===== config.mk =====
export PLATFORM = sky130hd
export DESIGN_NAME = tic_top
export DESIGN_NICKNAME = d
export VERILOG_FILES = /design/src/rtl/tic_pkg.sv /design/src/rtl/tic_digit.sv /design/src/rtl/tic_interval.sv /design/src/rtl/tic_top.sv
export SDC_FILE = /design/constraint.sdc
export NUM_CORES = 1
export LEC_CHECK = 0
export BUFFER_PORTS_ARGS = -buffer_cell sky130_fd_sc_hd__buf_2
export CAP_MARGIN = 10
export CORE_UTILIZATION = 50
export DETAILED_ROUTE_END_ITERATION = 8
export HOLD_SLACK_MARGIN = 0.05
export PLACE_DENSITY = 0.74
export SYNTH_ARGS = -nofsm -noshare
export SYNTH_HDL_FRONTEND = slang
export SYNTH_HIERARCHICAL = 1
export SYNTH_SLANG_ARGS = --single-unit

===== constraint.sdc =====
create_clock -name clk -period 8.5 [get_ports clk]
set_input_delay 1.7 -clock clk [delete_from_list [all_inputs] [get_ports clk]]
set_output_delay 1.7 -clock clk [all_outputs]
set_load 0.02 [all_outputs]

===== src/rtl/tic_pkg.sv =====
package tic_pkg;
  localparam int unsigned AW = 3;
  localparam logic [AW-1:0] A_CTRL = 3'd0;
  localparam logic [AW-1:0] A_IVAL = 3'd1;
  localparam logic [AW-1:0] A_HUND = 3'd2;
  localparam logic [AW-1:0] A_SEC  = 3'd3;
  localparam logic [AW-1:0] A_MIN  = 3'd4;
  localparam logic [AW-1:0] A_HOUR = 3'd5;

  // control layout: [7] day mode, [6] irq enable, [5] flag (separate),
  // [4:3] unit select, [2] repeat, [1] alarm enable, [0] count enable
  typedef struct packed {
    logic       d24;
    logic       irq_en;
    logic [1:0] unit;
    logic       auto_rep;
    logic       ival_en;
    logic       cnt_en;
  } ctrl_t;
endpackage


===== src/rtl/tic_digit.sv =====
module tic_digit #(
  parameter int W = 8
) (
  input  logic         clk,
  input  logic         clr,
  input  logic         inc,
  input  logic [W-1:0] lim,
  input  logic         ld,
  input  logic [W-1:0] ld_val,
  output logic [W-1:0] val,
  output logic         carry
);
  // carry is taken from the value held before this edge
  assign carry = inc && (val >= lim);

  always_ff @(posedge clk) begin
    if (clr)      val <= '0;
    else if (ld)  val <= ld_val;
    else if (inc) val <= carry ? '0 : val + 1'b1;
  end
endmodule


===== src/rtl/tic_interval.sv =====
module tic_interval #(
  parameter int W = 8
) (
  input  logic         clk,
  input  logic         clr,
  input  logic         en,
  input  logic         step,
  input  logic         auto_rep,
  input  logic [W-1:0] target,
  output logic         match
);
  logic [W-1:0] cnt;
  logic [W-1:0] nxt;
  logic         halted;

  assign nxt   = cnt + 1'b1;
  assign match = en && step && !halted && (nxt == target);

  always_ff @(posedge clk) begin
    if (clr || !en) begin
      cnt    <= '0;
      halted <= 1'b0;
    end else if (step && !halted) begin
      if (match) begin
        cnt    <= auto_rep ? '0 : nxt;
        halted <= !auto_rep;
      end else begin
        cnt <= nxt;
      end
    end
  end
endmodule


===== src/rtl/tic_top.sv =====
module tic_top
  import tic_pkg::*;
#(
  parameter int DW           = 8,
  parameter int HUND_MAX     = 99,
  parameter int SEC_MAX      = 59,
  parameter int MIN_MAX      = 59,
  parameter int HOUR_DAY_MAX = 23
) (
  input  logic          clk,
  input  logic          por,
  input  logic          rst,
  input  logic          tick,
  input  logic          wr_en,
  input  logic [AW-1:0] wr_addr,
  input  logic [DW-1:0] wr_data,
  input  logic [AW-1:0] rd_addr,
  output logic [DW-1:0] rd_data,
  output logic          irq
);
  localparam int NU = 4;

  ctrl_t                  ctrl_q;
  logic [DW-1:0]          ival_q;
  logic                   flag_q;
  logic [NU-1:0][DW-1:0]  tval;
  logic [NU-1:0][DW-1:0]  lim;
  logic [NU-1:0]          inc;
  logic [NU-1:0]          carry;
  logic [NU-1:0]          ld;
  logic                   core_clr;
  logic                   time_clr;
  logic                   step;
  logic                   match;
  logic                   ctrl_wr;

  assign core_clr = por | rst;
  assign time_clr = por | (rst & ~ctrl_q.d24);
  assign ctrl_wr  = wr_en && (wr_addr == A_CTRL);

  assign lim[0] = DW'(HUND_MAX);
  assign lim[1] = DW'(SEC_MAX);
  assign lim[2] = DW'(MIN_MAX);
  assign lim[3] = ctrl_q.d24 ? DW'(HOUR_DAY_MAX) : {DW{1'b1}};

  for (genvar i = 0; i < NU; i++) begin : g_unit
    localparam logic [AW-1:0] UADDR = A_HUND + AW'(i);
    assign ld[i] = wr_en && (wr_addr == UADDR);
    if (i == 0) begin : g_first
      assign inc[i] = tick & ctrl_q.cnt_en;
    end else begin : g_chain
      assign inc[i] = carry[i-1];
    end
    tic_digit #(.W(DW)) u_dig (
      .clk    (clk),
      .clr    (time_clr),
      .inc    (inc[i]),
      .lim    (lim[i]),
      .ld     (ld[i]),
      .ld_val (wr_data),
      .val    (tval[i]),
      .carry  (carry[i])
    );
  end

  assign step = carry[ctrl_q.unit];

  tic_interval #(.W(DW)) u_ival (
    .clk      (clk),
    .clr      (core_clr),
    .en       (ctrl_q.ival_en),
    .step     (step),
    .auto_rep (ctrl_q.auto_rep),
    .target   (ival_q),
    .match    (match)
  );

  always_ff @(posedge clk) begin
    if (por) begin
      ctrl_q <= '0;
    end else if (rst) begin
      ctrl_q        <= '0;
      ctrl_q.d24    <= ctrl_q.d24;
      ctrl_q.cnt_en <= ctrl_q.d24 & ctrl_q.cnt_en;
    end else if (ctrl_wr) begin
      ctrl_q.d24      <= wr_data[7];
      ctrl_q.irq_en   <= wr_data[6];
      ctrl_q.unit     <= wr_data[4:3];
      ctrl_q.auto_rep <= wr_data[2];
      ctrl_q.ival_en  <= wr_data[1];
      ctrl_q.cnt_en   <= wr_data[0];
    end
  end

  always_ff @(posedge clk) begin
    if (core_clr)                            ival_q <= '0;
    else if (wr_en && (wr_addr == A_IVAL))   ival_q <= wr_data;
  end

  always_ff @(posedge clk) begin
    if (core_clr)                   flag_q <= 1'b0;
    else if (match)                 flag_q <= 1'b1;
    else if (ctrl_wr && !wr_data[5]) flag_q <= 1'b0;
  end

  always_ff @(posedge clk) begin
    if (core_clr) irq <= 1'b0;
    else          irq <= flag_q & ctrl_q.irq_en;
  end

  always_ff @(posedge clk) begin
    if (core_clr) begin
      rd_data <= '0;
    end else begin
      unique case (rd_addr)
        A_CTRL:  rd_data <= DW'({ctrl_q.d24, ctrl_q.irq_en, flag_q, ctrl_q.unit,
                                 ctrl_q.auto_rep, ctrl_q.ival_en, ctrl_q.cnt_en});
        A_IVAL:  rd_data <= ival_q;
        A_HUND:  rd_data <= tval[0];
        A_SEC:   rd_data <= tval[1];
        A_MIN:   rd_data <= tval[2];
        A_HOUR:  rd_data <= tval[3];
        default: rd_data <= '0;
      endcase
    end
  end
endmodule


==> results.py <==
metrics = {
    "outcome": {
        "status": "finished clean",
    },
    "yosys": {
        "synth_top_area_share": 0.273,
        "synth_cells": 551,
        "synth_ff_type": "dfxtp_1",
        "yosysTopAreaCell": "dfxtp_1",
        "synth_fa_ha_area_frac": 0.0956,
        "avgSynthCellArea_um2": 8.79,
        "yosysUniqueCellTypes": 59,
        "synth_xor_area_frac": 0.0739,
        "ys_ff_latch": 66,
        "netlist_top_cells_area": "dfxtp_1, ha_1, xnor2_1",
        "synth_compound_area_frac": 0.219,
        "async_reset_ff_frac": 0,
        "synth_edf_count": 0,
        "synth-simple-area-share": 0.185,
        "synth_top_family_by_area": "compound AO/OA/AOI/OAI gates",
        "netlist_area_um2": 4840,
        "synth.area.mux_share": 0.0868,
        "seq_area_frac_synth": 0.273,
        "yosys_warnings": 6,
    },
    "clock_network": {
        "cts.clk_slew.worst_paths_ps": 80,
        "cts_tree": "yes",
        "ctsHoldBuffers": 0,
        "clock_path_buffers": 2,
        "numClockSinks": 66,
        "post_cts.repair.setup_buffers": 0,
        "post_cts_resized": 0,
        "htree_levels": 3,
        "insertion_delay_ps": 350,
        "root_buffer": "clkbuf_8",
        "cts_made_buffers": 9,
    },
    "timing": {
        "fmax_mhz": 166,
        "hold_viol": 0,
        "whs_ps": 479,
        "slew_headroom": 0.166,
        "min_period_ps": 6010,
        "tns_ps": 0,
        "maxSlewViolCount": 0,
        "finClkSkew_ps": 17.2,
        "finalSetupViolCount": 0,
        "period_share": 0.708,
        "tightestPinTransition_ps": 1250,
        "rsz0062_at_grt": "no",
    },
    "global_routing": {
        "grt_overflow": 0,
        "grt_pass1_wl_um": 20100,
        "grt_use_total": 0.258,
        "grt_antenna_before_repair": 0,
        "grt_start_max_net_pins": 62,
        "grt_pass1_vias": 4163,
    },
    "floorplan": {
        "io_pins": 28,
        "dieArea_um2": 10100,
        "die_h_um": 100,
        "coreArea_um2": 9330,
        "rows": 35,
        "fp.dieW_um": 100,
        "start_util": 0.519,
    },
    "layout": {
        "sequential_cell_area_um2": 1320,
        "area_growth_pct": 10.2,
        "filler_cell_count": 825,
        "multi_input_area_um2": 3300,
        "postLayoutCoreUtil": 0.572,
        "final_nets": 649,
        "n_antenna_cell": 0,
        "drive_gt1_frac": 0.137,
    },
    "routing": {
        "via_count": 4217,
        "wire_per_inst_um": 16.8,
        "routed_wl_um": 12200,
        "ant_nets": 0,
        "dr.pass1.iters": 5,
        "first_iter_violations": 195,
        "drc": 0,
        "viasPerCell": 5.80,
    },
    "setup_path": {
        "crit_fanout": 7,
        "worstPathRequired_ps": 8710,
        "end_kind": "register",
        "crit_arrival_ps": 6230,
        "crit_type": "primary input to register",
        "critPathLaunchType": "primary input",
    },
    "pwr": {
        "vdd_drop_max_v": 0.0000653,
        "cellLeakagePower_uw": 0.00220,
        "power_density_nw_per_um2": 121,
    },
    "place": {
        "hpwl_um": 9200,
        "portBuffers": 27,
        "place_congestion": 0.898,
    },
    "job": {
        "cap_violations": 0,
    },
    "worst_hold_path": {
        "hp-class": "register to register",
    },
}
[cell families after synthesis]
kind of cell | count (synthesis)
and+or+nand+nor | 161
AOI/OAI and AO/OA | 134
buffers and inverters | 80
DFF | 66
xor gates and xnor gates | 40
adders and majority gates | 37
muxes | 31
other | 2
[flip-flops by register name, indices dropped and copies added, names as in the netlist]
register	flops
ival_q	8
u_ival/halted	1
irq	1
ctrl_q	7
rd_data	8
u_ival/cnt	8
g_unit.u_dig/val	32
flag_q	1
[cell usage in the layout (no fill, tap or decap), types with 16 or more instances in the layout]
cell type,count
nand3_1,16
dfxtp_1,66
conb_1,28
o22ai_1,16
nor3b_1,16
ha_1,37
buf_2,27
xnor2_1,25
nor2_1,46
nand2b_1,25
inv_1,57
a21oi_1,42
[final cells by class]
cell class / count / share of cell area
Sequential cell: 66 / 0.248
Clock inverter: 6 / 0.0127
Clock buffer: 10 / 0.0239
Inverter: 57 / 0.0401
Tap cell: 129 / 0.0302
Multi-Input combinational cell: 431 / 0.619
Timing Repair Buffer: 28 / 0.0267
[cells in the mapped netlist (5+ instances only)]
cell	instances
dfxtp_1	66
inv_1	57
nor2_1	46
a21oi_1	42
ha_1	37
nand2b_1	25
xnor2_1	25
nand3_1	16
nor3b_1	16
o22ai_1	16
clkbuf_1	15
mux2i_1	15
nand2_1	14
o31ai_1	14
xor2_1	14
a211o_1	12
nor3_1	11
a22oi_1	8
mux2_2	8
mux4_2	8
buf_2	6
a221oi_1	5
[worst max-delay path: stages]
cell,delay (ps)
buf_2,70
and2_1,200
inv_1,170
a21oi_1,460
inv_1,260
a21oi_1,480
inv_1,270
a21oi_1,500
inv_1,280
a21oi_1,240
mux4_2,290
nand2b_1,170
nor4_1,320
nand4b_1,220
nor4_4,490
nor3_1,110
[per-layer routing]
metal	wire [um]	vias up	share of wire	global-route usage
met5	0	-	0	0
met4	482	0	0.039	0.127
met3	764	43	0.063	0.0494
met2	5760	139	0.47	0.439
met1	5220	1983	0.43	0.310
li1	-	2052	-	-
[report_power, final]
group,internal (uW),switching [uW]
registers,312,4.29
clock network,136,129
logic,24.7,41.9
[through the flow]
step                setup WS [ps]  cells  power [uW]  instance area, um2
finish                       2490    727         648                5340
global route                 2060    727         669                5340
CTS                          2560    727         649                5340
detailed placement           2230    711         388                5140
global placement             2480    711         385                5140
floorplan                    3410    577         368                4940
[final timing paths]
path / start / endpoint / slack [ps] / cells after the start
max: tick / u_ival/cnt[3]$_SDFFE_PP0P_ / 2490 / 16
min: flag_q$_SDFFE_PP0P_ / irq$_SDFF_PP0_ / 480 / 2
max reg2reg: g_unit[0].u_dig/val[7]$_SDFFE_PP0P_ / u_ival/cnt[3]$_SDFFE_PP0P_ / 2970 / 16
min reg2reg: flag_q$_SDFFE_PP0P_ / irq$_SDFF_PP0_ / 480 / 2
No activity file was read; power rests on OpenSTA's default activity.
